--- config.mk ---
export PLATFORM = sky130hd
export DESIGN_NAME = amp_comp_timer
export DESIGN_NICKNAME = d
export VERILOG_FILES = /design/src/rtl/amct_pkg.sv /design/src/rtl/amct_cfg_reg.sv /design/src/rtl/amct_period_dec.sv /design/src/rtl/amct_period_counter.sv /design/src/rtl/amct_req_ctrl.sv /design/src/rtl/amp_comp_timer.sv
export SDC_FILE = /design/constraint.sdc
export NUM_CORES = 1
export LEC_CHECK = 0
export CAP_MARGIN = 10
export CORE_MARGIN = 2
export CORE_UTILIZATION = 47
export CTS_BUF_LIST = sky130_fd_sc_hd__clkbuf_4
export CTS_CLUSTER_DIAMETER = 150
export DETAILED_ROUTE_END_ITERATION = 10
export GPL_TIMING_DRIVEN = 0
export PLACE_DENSITY = 0.79
export SLEW_MARGIN = 20
export SYNTH_ARGS = -nofsm -noshare
export SYNTH_HDL_FRONTEND = slang
export SYNTH_HIERARCHICAL = 1
export SYNTH_SLANG_ARGS = --single-unit
--- constraint.sdc ---
create_clock -name clk -period 3.45 [get_ports clk]
set_clock_uncertainty 0.05 [all_clocks]
set_input_delay 0.69 -clock clk [delete_from_list [all_inputs] [get_ports clk]]
set_output_delay 0.69 -clock clk [all_outputs]
set_load 0.01 [all_outputs]
--- src/rtl/amct_pkg.sv ---
package amct_pkg;

   typedef enum logic {
      MODE_ACTIVE = 1'b0,
      MODE_PWRDN  = 1'b1
   } amct_mode_e;

   // bits needed to hold the longest coded interval
   function automatic int amct_period_bits(input int mant_w, input int exp_w, input int shift);
      return mant_w + shift + (1 << exp_w) - 1;
   endfunction

endpackage

--- src/rtl/amct_cfg_reg.sv ---
module amct_cfg_reg #(
   parameter int DATA_W = 32,
   parameter int MANT_W = 5,
   parameter int EXP_W  = 3
) (
   input  logic              clk,
   input  logic              rst_n,
   input  logic              cfg_we,
   input  logic [DATA_W-1:0] cfg_wdata,
   output logic [DATA_W-1:0] cfg_rdata,
   output logic [MANT_W-1:0] mant_o,
   output logic [EXP_W-1:0]  exp_o,
   output logic              enabled_o
);
   localparam int FIELD_W = MANT_W + EXP_W;

   logic [FIELD_W-1:0] field_q;
   logic               unused_hi;

   assign unused_hi = ^cfg_wdata[DATA_W-1:FIELD_W];

   always_ff @(posedge clk or negedge rst_n) begin
      if (!rst_n)
         field_q <= '0;
      else if (cfg_we)
         field_q <= cfg_wdata[FIELD_W-1:0];
   end

   assign mant_o    = field_q[FIELD_W-1:EXP_W];
   assign exp_o     = field_q[EXP_W-1:0];
   assign enabled_o = |field_q;
   assign cfg_rdata = {{(DATA_W-FIELD_W){1'b0}}, field_q};

   // written byte reads back next cycle, upper bits zero
   assert_readback_R2: assert property (@(posedge clk) disable iff (!rst_n)
      cfg_we |=> (cfg_rdata == DATA_W'($past(cfg_wdata[FIELD_W-1:0]))));

endmodule

--- src/rtl/amct_period_dec.sv ---
module amct_period_dec #(
   parameter int MANT_W     = 5,
   parameter int EXP_W      = 3,
   parameter int SHIFT      = 4,
   parameter int CNT_W      = 23,
   parameter bit USE_BARREL = 1'b0
) (
   input  logic [MANT_W-1:0] mant_i,
   input  logic [EXP_W-1:0]  exp_i,
   output logic [CNT_W-1:0]  period_o
);
   localparam int BASE_W  = MANT_W + SHIFT;
   localparam int NUM_EXP = 1 << EXP_W;

   logic [BASE_W-1:0] base;
   assign base = {mant_i, {SHIFT{1'b1}}};

   if (USE_BARREL) begin : g_barrel
      assign period_o = CNT_W'(base) << exp_i;
   end else begin : g_table
      logic [CNT_W-1:0] cand [NUM_EXP];
      for (genvar e = 0; e < NUM_EXP; e++) begin : g_exp
         assign cand[e] = CNT_W'(base) << e;
      end
      assign period_o = cand[exp_i];
   end

endmodule

--- src/rtl/amct_period_counter.sv ---
module amct_period_counter #(
   parameter int CNT_W = 23
) (
   input  logic             clk,
   input  logic             rst_n,
   input  logic             run_i,
   input  logic             restart_i,
   input  logic [CNT_W-1:0] period_i,
   output logic             expire_o
);
   logic [CNT_W-1:0] cnt_q;
   logic             at_end;

   assign at_end   = (cnt_q == (period_i - CNT_W'(1)));
   assign expire_o = run_i && !restart_i && at_end;

   always_ff @(posedge clk or negedge rst_n) begin
      if (!rst_n)
         cnt_q <= '0;
      else if (restart_i || !run_i)
         cnt_q <= '0;
      else if (at_end)
         cnt_q <= '0;
      else
         cnt_q <= cnt_q + CNT_W'(1);
   end

   // the count never passes the coded interval while running
   assert_cnt_range_R4: assert property (@(posedge clk) disable iff (!rst_n)
      (run_i && !restart_i) |-> (cnt_q < period_i));

   // a write starts the interval over
   assert_restart_R8: assert property (@(posedge clk) disable iff (!rst_n)
      restart_i |=> (cnt_q == '0));

   // qualifier low holds the count at zero
   assert_hold_R7: assert property (@(posedge clk) disable iff (!rst_n)
      !run_i |=> (cnt_q == '0));

endmodule

--- src/rtl/amct_req_ctrl.sv ---
module amct_req_ctrl
   import amct_pkg::*;
(
   input  logic clk,
   input  logic rst_n,
   input  logic enabled_i,
   input  logic expire_i,
   input  logic pwr_down_i,
   input  logic recharge_i,
   output logic comp_req_o
);
   amct_mode_e mode;
   logic       pend_q;
   logic       pend_nx;
   logic       req_nx;
   logic       fire_now;
   logic       release_now;

   assign mode = amct_mode_e'(pwr_down_i);

   always_comb begin
      fire_now    = expire_i && (mode == MODE_ACTIVE);
      release_now = pend_q && recharge_i;
      pend_nx     = enabled_i && ((pend_q && !recharge_i) ||
                                  (expire_i && (mode == MODE_PWRDN)));
      req_nx      = enabled_i && (fire_now || release_now);
   end

   always_ff @(posedge clk or negedge rst_n) begin
      if (!rst_n) begin
         pend_q     <= 1'b0;
         comp_req_o <= 1'b0;
      end else begin
         pend_q     <= pend_nx;
         comp_req_o <= req_nx;
      end
   end

   assert_active_fire_R4: assert property (@(posedge clk) disable iff (!rst_n)
      (enabled_i && expire_i && !pwr_down_i) |=> comp_req_o);

   assert_pd_defer_R5: assert property (@(posedge clk) disable iff (!rst_n)
      (enabled_i && expire_i && pwr_down_i) |=> (pend_q && !comp_req_o));

   assert_release_R5: assert property (@(posedge clk) disable iff (!rst_n)
      (enabled_i && pend_q && recharge_i && !expire_i) |=> (comp_req_o && !pend_q));

   assert_disabled_quiet_R3: assert property (@(posedge clk) disable iff (!rst_n)
      !enabled_i |=> (!comp_req_o && !pend_q));

   assert_no_spont_R6: assert property (@(posedge clk) disable iff (!rst_n)
      (!expire_i && !(pend_q && recharge_i)) |=> !comp_req_o);

   assert_idle_strobe_R9: assert property (@(posedge clk) disable iff (!rst_n)
      (!pend_q && recharge_i && !expire_i) |=> !comp_req_o);

endmodule

--- src/rtl/amp_comp_timer.sv ---
module amp_comp_timer
   import amct_pkg::*;
#(
   parameter int DATA_W     = 32,
   parameter int MANT_W     = 5,
   parameter int EXP_W      = 3,
   parameter int SHIFT      = 4,
   parameter int CNT_W      = 23,
   parameter bit USE_BARREL = 1'b0
) (
   input  logic              clk,
   input  logic              rst_n,
   input  logic              cfg_we,
   input  logic [DATA_W-1:0] cfg_wdata,
   output logic [DATA_W-1:0] cfg_rdata,
   input  logic              pwr_down,
   input  logic              recharge_stb,
   input  logic              hf_lowpwr_ok,
   output logic              comp_req
);
   localparam int FIELD_W  = MANT_W + EXP_W;
   localparam int NEED_W   = amct_period_bits(MANT_W, EXP_W, SHIFT);

   if (CNT_W < NEED_W) begin : g_bad_cnt_w
      $error("amp_comp_timer: CNT_W too small for the longest interval");
   end
   if (DATA_W <= FIELD_W) begin : g_bad_data_w
      $error("amp_comp_timer: DATA_W must exceed the field width");
   end
   if (SHIFT < 1) begin : g_bad_shift
      $error("amp_comp_timer: SHIFT must be at least 1");
   end

   logic [MANT_W-1:0] mant;
   logic [EXP_W-1:0]  expo;
   logic              enabled;
   logic [CNT_W-1:0]  period;
   logic              expire;
   logic              run;

   assign run = enabled && hf_lowpwr_ok;

   amct_cfg_reg #(
      .DATA_W (DATA_W),
      .MANT_W (MANT_W),
      .EXP_W  (EXP_W)
   ) u_cfg (
      .clk       (clk),
      .rst_n     (rst_n),
      .cfg_we    (cfg_we),
      .cfg_wdata (cfg_wdata),
      .cfg_rdata (cfg_rdata),
      .mant_o    (mant),
      .exp_o     (expo),
      .enabled_o (enabled)
   );

   amct_period_dec #(
      .MANT_W     (MANT_W),
      .EXP_W      (EXP_W),
      .SHIFT      (SHIFT),
      .CNT_W      (CNT_W),
      .USE_BARREL (USE_BARREL)
   ) u_dec (
      .mant_i   (mant),
      .exp_i    (expo),
      .period_o (period)
   );

   amct_period_counter #(
      .CNT_W (CNT_W)
   ) u_cnt (
      .clk       (clk),
      .rst_n     (rst_n),
      .run_i     (run),
      .restart_i (cfg_we),
      .period_i  (period),
      .expire_o  (expire)
   );

   amct_req_ctrl u_req (
      .clk        (clk),
      .rst_n      (rst_n),
      .enabled_i  (enabled),
      .expire_i   (expire),
      .pwr_down_i (pwr_down),
      .recharge_i (recharge_stb),
      .comp_req_o (comp_req)
   );

   // a pulse needs a cause on the previous edge
   assert_pulse_cause_R4: assert property (@(posedge clk) disable iff (!rst_n)
      $rose(comp_req) |-> $past(enabled));

endmodule

**After elaboration in Yosys (flattened, before gate mapping)**

Index checks and enable logic that the tools add are counted.

- Bits in registers: 33
- Output and inout port bits: 33
- Logic and storage cells: 31

- Add/subtract/negate cells: 2
- $lt $le $gt $ge: 1
- Eq/ne operators: 1
- Muxes and demuxes: 5
- Bitwise operators: 2
- Reductions and logical operators: 16

Operators with widths:

| operator | number |
|---|---|
| $mux 23 | 4 |
| $bmux 23 s3 | 1 |
| $add 23x1->23 const B | 1 |
| $eq 23x23->1 | 1 |
| $sub 23x1->23 const B | 1 |
| $logic_and 1x1->1 | 9 |
| $reduce_or 8->1 | 1 |
| $ge 4x4->1 const B | 1 |
| $not 3->4 | 1 |
| $logic_not 1->1 | 3 |
| $logic_or 1x1->1 | 3 |
| $not 1->1 | 1 |

**Longest topological paths before layout**

Gate-level depths: netlist of the first run.

- Word-level depth: 10
- Gate-level depth with buffers: 16

**By module**

The synthesis of the first run kept the hierarchy.

By module, submodules not included:

| module | times used | cells an instance | area each (µm²) |
|---|---|---|---|
| amct_period_counter | 1 | 223 | 1,919.3 |
| amct_cfg_reg | 1 | 53 | 591.8 |
| amct_period_dec | 1 | 47 | 306.5 |
| amct_req_ctrl | 1 | 8 | 85.1 |
| amp_comp_timer | 1 | 1 | 6.3 |

**Worst setup path before layout of the first run**

No wires, ideal clock.

- Path type: flip-flop to flip-flop
- Start point: register u_cfg.field_q[1]
- End point: register u_cnt.cnt_q[14]
- Library setup time: 0.119 ns
- Arrival: 3.731 ns
- Required time: 3.281 ns
- Setup slack: -0.450 ns
- Stages on the path, launching flop included: 14
- Buffers on the path: 4
- Cells stage by stage: dfrtp_1 > buf_4 > clkbuf_1 > buf_2 > nor2_1 > a21boi_0 > or4_1 > or3_4 > nor4_4 > xnor2_1 > or4_4 > o41ai_4 > buf_6 > nor2_1

- Word-level cells in the longest chain between the ends: 8
- Elaborated cells on any way between the ends: 12
- Classes of those cells: add/sub: 1; eq/ne: 1; mux: 5; bitwise: 1; reduce/logical: 4

Ends and longest elaborated chain:

| element | line | source |
|---|---|---|
| from (decl) | amct_cfg_reg.sv:17 | `logic [FIELD_W-1:0] field_q;` |
| from (signal assigned) | amct_cfg_reg.sv:26 | `field_q <= cfg_wdata[FIELD_W-1:0];` |
| $not 3->4 (not written as such) | amct_period_dec.sv:25 | `assign period_o = cand[exp_i];` |
| $bmux 23 s3 | amct_period_dec.sv:25 |  |
| $mux 23 (not written as such) (2 in a row) | amct_period_dec.sv:25 |  |
| net period[1] | amp_comp_timer.sv:37 | `logic [CNT_W-1:0] period;` |
| $sub 23x1->23 | amct_period_counter.sv:14 | `assign at_end = (cnt_q == (period_i - CNT_W'(1)));` |
| $eq 23x23->1 | amct_period_counter.sv:14 |  |
| $mux 23 | amct_period_counter.sv:22 | `else if (at_end)` |
| $mux 23 | amct_period_counter.sv:20 | `else if (restart_i \|\| !run_i)` |
| to (signal assigned) | amct_period_counter.sv:25 | `cnt_q <= cnt_q + CNT_W'(1);` |
| to (decl) | amct_period_counter.sv:11 | `logic [CNT_W-1:0] cnt_q;` |

The timed path passes the listed nets, and every way through them passes these cells. The select of a mux whose other input is x is not followed.
A chain may end at the register's enable or synchronous reset.

**Final worst setup path of the first run**

- Start point: register u_cfg.field_q[0]
- End point: register u_cnt.cnt_q[9]

The elaborated chain is that of the path after synthesis.

==> flow_summary.toml, run 1 <==
[status]
outcome = "finished with violations"
violations = "setup timing"

[layout]
diodes = 0
syn_to_final_growth_pct = 33.8
final_cell_area_sq_um = 3890
fin_nets = 451
drive_above_1_share = 0.337
fin_util = 0.653

[yosys]
synthMuxAreaShare = 0.0770
synthAdderAreaFrac = 0.00860
ys_warn_count = 6
avgSynthCellArea_sq_um = 8.76
synth_compound_area_frac = 0.0804
synthArstFlopShare = 1.00
postSynthCellCount = 332
ys_ff_latch = 33
synth_area_sq_um = 2910
synth_flop_cell = "dfrtp_1"
synth_seq_area_share = 0.284
synthXorXnorAreaFrac = 0.160
synth.distinct_cells = 52
synth-edff-count = 0
synthSimpleGateAreaFrac = 0.253
synth_top_family_by_area = "simple AND/OR/NAND/NOR gates"

[power_and_ir_drop]
p_switching_uw = 383
ir_drop_mv = 0.257
leakagePower_uw = 0.00170
internal_power_uw = 762
p_sw_frac = 0.335
combPwrFrac = 0.449
p_total_uw = 1140
power_frac_seq = 0.355
cellPowerDensity_nw_per_um2 = 294
clkPwrFrac = 0.196

[global_routing]
grt_pass1_wl_microns = 11200
grt_pass1_vias = 2415
grt_use_total = 0.216
grt_max_degree = 34
grt_antenna_before_repair = 0
overflow = 0

[timing]
setup_violations = 25
fin_crit_ns = 3.67
worst_slew_pin_slew_ns = 0.744
hold_violations = 0
slew_headroom = 0.504
drv_slew = 0
timing.final.ws_setup_ns = -0.217
fmax_mhz = 273
layout_worst_path_cycle_share = 1.06
rsz0062_at_grt = "yes"

[cts]
cts-htree-levels = 2
cts_tree = "built"
cts_sinks = 33
numCtsBuffers = 5
root_buffer = "clkbuf_4"
clockBufferDepth = 2
cts.clk_slew.worst_paths_ns = 0.10
clk_latency_ns = 0.32

[drt]
vias_per_cell = 5.15
finalWirelength_microns = 6900
detail-route-antenna-nets = 0
vias = 2508
dr.pass1.iters = 4
drc = 0
drt_iter0_markers = 170
wl_per_cell_microns = 14.2

[die]
die_y_microns = 82.7
num_io_pins = 71
row_count = 28
start_util = 0.488
die_w_microns = 82.7
dieArea_sq_um = 6840
coreArea_sq_um = 5960

[setup_path]
max_stage_delay_ns = 0.46
startpoint_type = "register"
path_max_fanout = 6
crit_top_cell = "buf_6"
cp_slowest_cell = "or4_4"
crit_path_end_kind = "register"
worstPathRequired_ns = 3.61
worstPathArrival_ns = 3.83
path_class = "reg -> reg"
crit_chain = "buf_6 > mux2_4 > o22ai_4 > o21ai_4 > or4_4 > or3_4 > nor4_4 > xnor2_1 > or4_4 > o41ai_4 > buf_6 > buf_6 > nor2_1"

[flow_run]
drv_cap = 0

[placement]
place_congestion = 0.898
dp_hpwl_microns = 4960
numPortBuffers = 22
place_area_sq_um = 3430

[worst_hold_path]
min_path_type = "in -> async"
[cell usage after synthesis, drive strengths merged, types with 4 or more instances]
| library cell | n | area (sq um) |
|---|---|---|
| mux2 | 11 | 154 |
| xor2 | 29 | 254 |
| xnor2 | 24 | 210 |
| nor2b | 4 | 25.0 |
| a21oi | 6 | 30.0 |
| or3 | 4 | 30.0 |
| mux2i | 7 | 70.1 |
| clkbuf | 4 | 15.0 |
| nor2 | 44 | 165 |
| nand4 | 4 | 25.0 |
| buf | 46 | 359 |
| nor3 | 8 | 40.0 |
| nand3 | 10 | 50.1 |
| inv | 4 | 15.0 |
| and2 | 5 | 31.3 |
| nand2b | 5 | 31.3 |
| o21ai | 6 | 30.0 |
| nand2 | 22 | 82.6 |
| nor4 | 9 | 71.3 |
| dfrtp | 33 | 826 |
| or4 | 7 | 60.1 |
[final timing paths]
| check | slack (ns) | to | start | depth (start not counted) |
|---|---|---|---|---|
| max | -0.22 | u_cnt/cnt_q[9] | u_cfg/field_q[0] | 13 |
| min | 0.37 | u_cfg/field_q[6] | rst_n | 1 |
| max reg2reg | -0.22 | u_cnt/cnt_q[9] | u_cfg/field_q[0] | 13 |
| min reg2reg | 0.51 | u_cnt/cnt_q[0] | u_cnt/cnt_q[0] | 1 |
| max in group asynchronous | 2.50 | u_cnt/cnt_q[8] | rst_n | 1 |
| min in group clk | 0.51 | u_cnt/cnt_q[0] | u_cnt/cnt_q[0] | 1 |
[worst max-delay path: cells and delay by family, from the launching register on]
kind            cells  cell delay (ns)
buf+inv             3             0.46
mux                 1             0.32
simple gates        5             1.61
flops               1             0.41
compound gates      3             0.59
xor+xnor            1             0.10
[power groups by stage]
| stage | clock, uW | combinational, uW | sequential, uW |
|---|---|---|---|
| 2_1_floorplan | 0 | 299 | 419 |
| 3_3_place_gp | 0 | 380 | 417 |
| 3_5_place_dp | 0 | 388 | 418 |
| 4_1_cts | 231 | 468 | 407 |
| 5_1_grt | 246 | 553 | 408 |
| 6_report | 224 | 514 | 407 |
[area by class of cell]
type | count | area, sq um
multi-input combinational | 273 | 2070
fill | 497 | 2060
sequential | 33 | 826
timing repair buffer | 45 | 428
buffer | 48 | 393
tap | 75 | 93.8
clock buffer | 8 | 60.1
inverter | 5 | 23.8
[what timing repair did]
action | 4_1_cts | 5_1_grt
gates cloned | 3 | 0
resized for setup | 40 | 10
hold buffers | 0 | 0
setup endpoints to repair | 25 | 25
buffers inserted | 13 | 7
pin swaps | 26 | 6
[flip-flops by register name, summed over array words and instances, names as in the netlist]
name,cells
u_cfg/field_q,8
u_req/comp_req_o,1
u_cnt/cnt_q,23
u_req/pend_q,1
[cell families (layout without fill, tap and decap cells)]
| kind of cell | after synthesis | count (layout) |
|---|---|---|
| mux | 18 | 18 |
| compound gates | 31 | 31 |
| simple gates | 138 | 138 |
| fa+ha+maj | 2 | 2 |
| flops | 33 | 33 |
| buf+inv | 55 | 106 |
| xor+xnor | 53 | 53 |
| other cells | 2 | 31 |
[per-stage QoR]
stage / std cells / setup TNS [ns] / setup WS (ns) / hold slack, ns
after global routing: 487 / -7.70 / -0.345 / 0.420
final: 487 / -4.61 / -0.217 / 0.367
after global placement: 458 / -8.15 / -0.354 / 0.469
after detailed placement: 458 / -9.33 / -0.404 / 0.490
after floorplan: 361 / -2.51 / -0.126 / 0.344
after CTS: 480 / -4.94 / -0.263 / 0.376
[layer usage]
metal / part of all wire / GRT usage
met1: 0.43 / 0.274
met2: 0.50 / 0.368
met3: 0.048 / 0.0348
met4: 0.022 / 0.0820
met5: 0 / 0
[cell usage in the layout (no fill, tap or decap), drive strengths merged, types with 3 or more instances in the layout]
cell type and instances:
mux2 11, clkbuf 10, xnor2 24, nor3 8, dfrtp 33, a21boi 3
mux2i 7, nand3 10, nor2 44, a21oi 6, o21ai 6, nor3b 3
buf 69, and4 3, nor4 9, nor2b 4, conb 31, xor2 29
and3 3, nand2 22, inv 4, nand4 4, and2 5, o22ai 3
or3 4, or4 7, clkdlybuf4s50 21, nand2b 5
No activity file was read; power rests on OpenSTA's default activity.
==> inputs of run 2 (changes only) <==
CORE_UTILIZATION = 46   (was 47)
CTS_BUF_LIST = not set   (was sky130_fd_sc_hd__clkbuf_4)
PLACE_DENSITY = 0.77   (was 0.79)
==> flow_summary.toml, run 2 (synthesis gave the netlist of run 1 again) <==
[status]
outcome = "finished with violations"
violations = "setup timing"

[power_and_ir_drop]
cellPowerDensity_nw_per_um2 = 311
leakagePower_uw = 0.00174
p_total_uw = 1210
ir_drop_mv = 0.263

[die]
die_w_microns = 83.5
die_y_microns = 83.5
coreArea_sq_um = 6030
start_util = 0.483
row_count = 28
dieArea_sq_um = 6980
num_io_pins = 71

[layout]
largest_register_ff_count = 23
drive_above_1_share = 0.305
seq_area_sq_um = 827
syn_to_final_growth_pct = 33.6
layout_commonest_cell = "buf_4"
final_cell_mix = "buf_4 (61), nor2_1 (41), dfrtp_1 (32), conb_1 (31), xor2_1 (29)"
fin_nets = 453
diodes = 0
top_register = "u_cnt/cnt_q"
multiInputGateArea_sq_um = 2020
fillerInstances = 508
top_regs = "u_cnt/cnt_q (23), u_cfg/field_q (8)"
final_cell_area_sq_um = 3890

[global_routing]
grt_pass1_vias = 2329
overflow = 0
grt_use_total = 0.192
grt_pass1_wl_microns = 10900
grt_max_degree = 34
grt_antenna_before_repair = 0

[setup_path]
ff2ff_setup_slack_ns = -0.24
startpoint_type = "register"
cp.depth = 14
endpoint = "u_cnt/cnt_q[3]"
worstPathArrival_ns = 3.80
path_max_fanout = 5
crit_chain = "buf_8 > mux2i_2 > mux2_4 > buf_4 > buf_4 > o22ai_2 > or4_1 > or4_1 > a22o_1 > a211o_1 > o41ai_4 > buf_4 > buf_4 > nor2_1"
rr_startpoint = "u_cfg/field_q[0]"
crit_start = "u_cfg/field_q[0]"
reg2reg_to = "u_cnt/cnt_q[3]"
path_class = "reg -> reg"
crit_top_cell = "buf_4"
worstPathRequired_ns = 3.56
cp_slowest_cell = "or4_1"
worstRegToRegCells = 14
crit_path_end_kind = "register"
max_stage_delay_ns = 0.54
crit_family = "simple AND/OR/NAND/NOR gates"
path_buf_inv = 5

[cts]
cts_tree = "built"
clk_latency_ns = 0.28
root_buffer = "clkbuf_8"
cts_sinks = 33
clockBufferDepth = 2
numCtsBuffers = 5
cts-htree-levels = 2
cts.clk_slew.worst_paths_ns = 0.06

[drt]
wl_per_cell_microns = 14.2
dr.pass1.iters = 4
vias_per_cell = 5.20
vias = 2539
drc = 0
drt_iter0_markers = 172
finalWirelength_microns = 6950
detail-route-antenna-nets = 0

[flow_run]
drv_cap = 0

[timing]
fin_crit_ns = 3.69
setup_violations = 25
worst_slew_pin_slew_ns = 0.708
rsz0062_at_grt = "yes"
layout_worst_path_cycle_share = 1.07
finalSetupTns_ns = -4.70
slew_headroom = 0.528
hold_violations = 0
timing.final.ws_setup_ns = -0.237
fmax_mhz = 271
drv_slew = 0
holdWs_ns = 0.409

[placement]
place_area_sq_um = 3430
dp_hpwl_microns = 4900
numPortBuffers = 22
place_congestion = 0.868

[worst_hold_path]
min_path_type = "in -> async"
## run 2: final cells by class
cell class                 count  share of cell area
multi-input combinational    273               0.521
sequential                    33               0.213
timing repair buffer          50               0.118
buffer                        45              0.0953
tap                           75              0.0241
clock buffer                   7              0.0222
inverter                       5             0.00612
## run 2: metal layers
metal	global-route usage	part of all wire	routed length, microns	up-vias
met5	0	0	0	-
met4	0.0806	0.024	165	0
met3	0.0445	0.063	440	19
met2	0.311	0.47	3290	91
met1	0.248	0.44	3060	1196
li1	-	-	-	1233
## run 2: stage by stage
stage	util	cells	setup slack, ns
floorplan	-	361	-0.126
global route	0.645	488	-0.352
finish	0.645	488	-0.237
global placement	0.570	458	-0.354
CTS	0.631	484	-0.267
detailed placement	0.569	458	-0.405
## run 2: worst min-delay path by stage
| stage | startpoint | end |
|---|---|---|
| final | rst_n | u_cfg/field_q[4] |
| after global routing | rst_n | u_cfg/field_q[4] |
| after CTS | rst_n | u_cfg/field_q[6] |
| after detailed placement | u_req/pend_q | u_req/comp_req_o |
| after global placement | u_cnt/cnt_q[0] | u_cnt/cnt_q[0] |
| after floorplan | rst_n | u_cfg/field_q[0] |
## run 2: report_power, final
part           internal (uW)  switching [uW]  total [uW]
registers                398            13.5         411
logic                    261             253         514
clock network            158             125         283
total                    817             391        1210
## run 2: timing repair
item | 4_1_cts | 5_1_grt
pin swaps | 14 | 9
hold buffers | 0 | 0
setup buffers | 20 | 6
endpoints found under the setup margin | 25 | 25
gates cloned | 2 | 0
gates resized for setup | 24 | 8
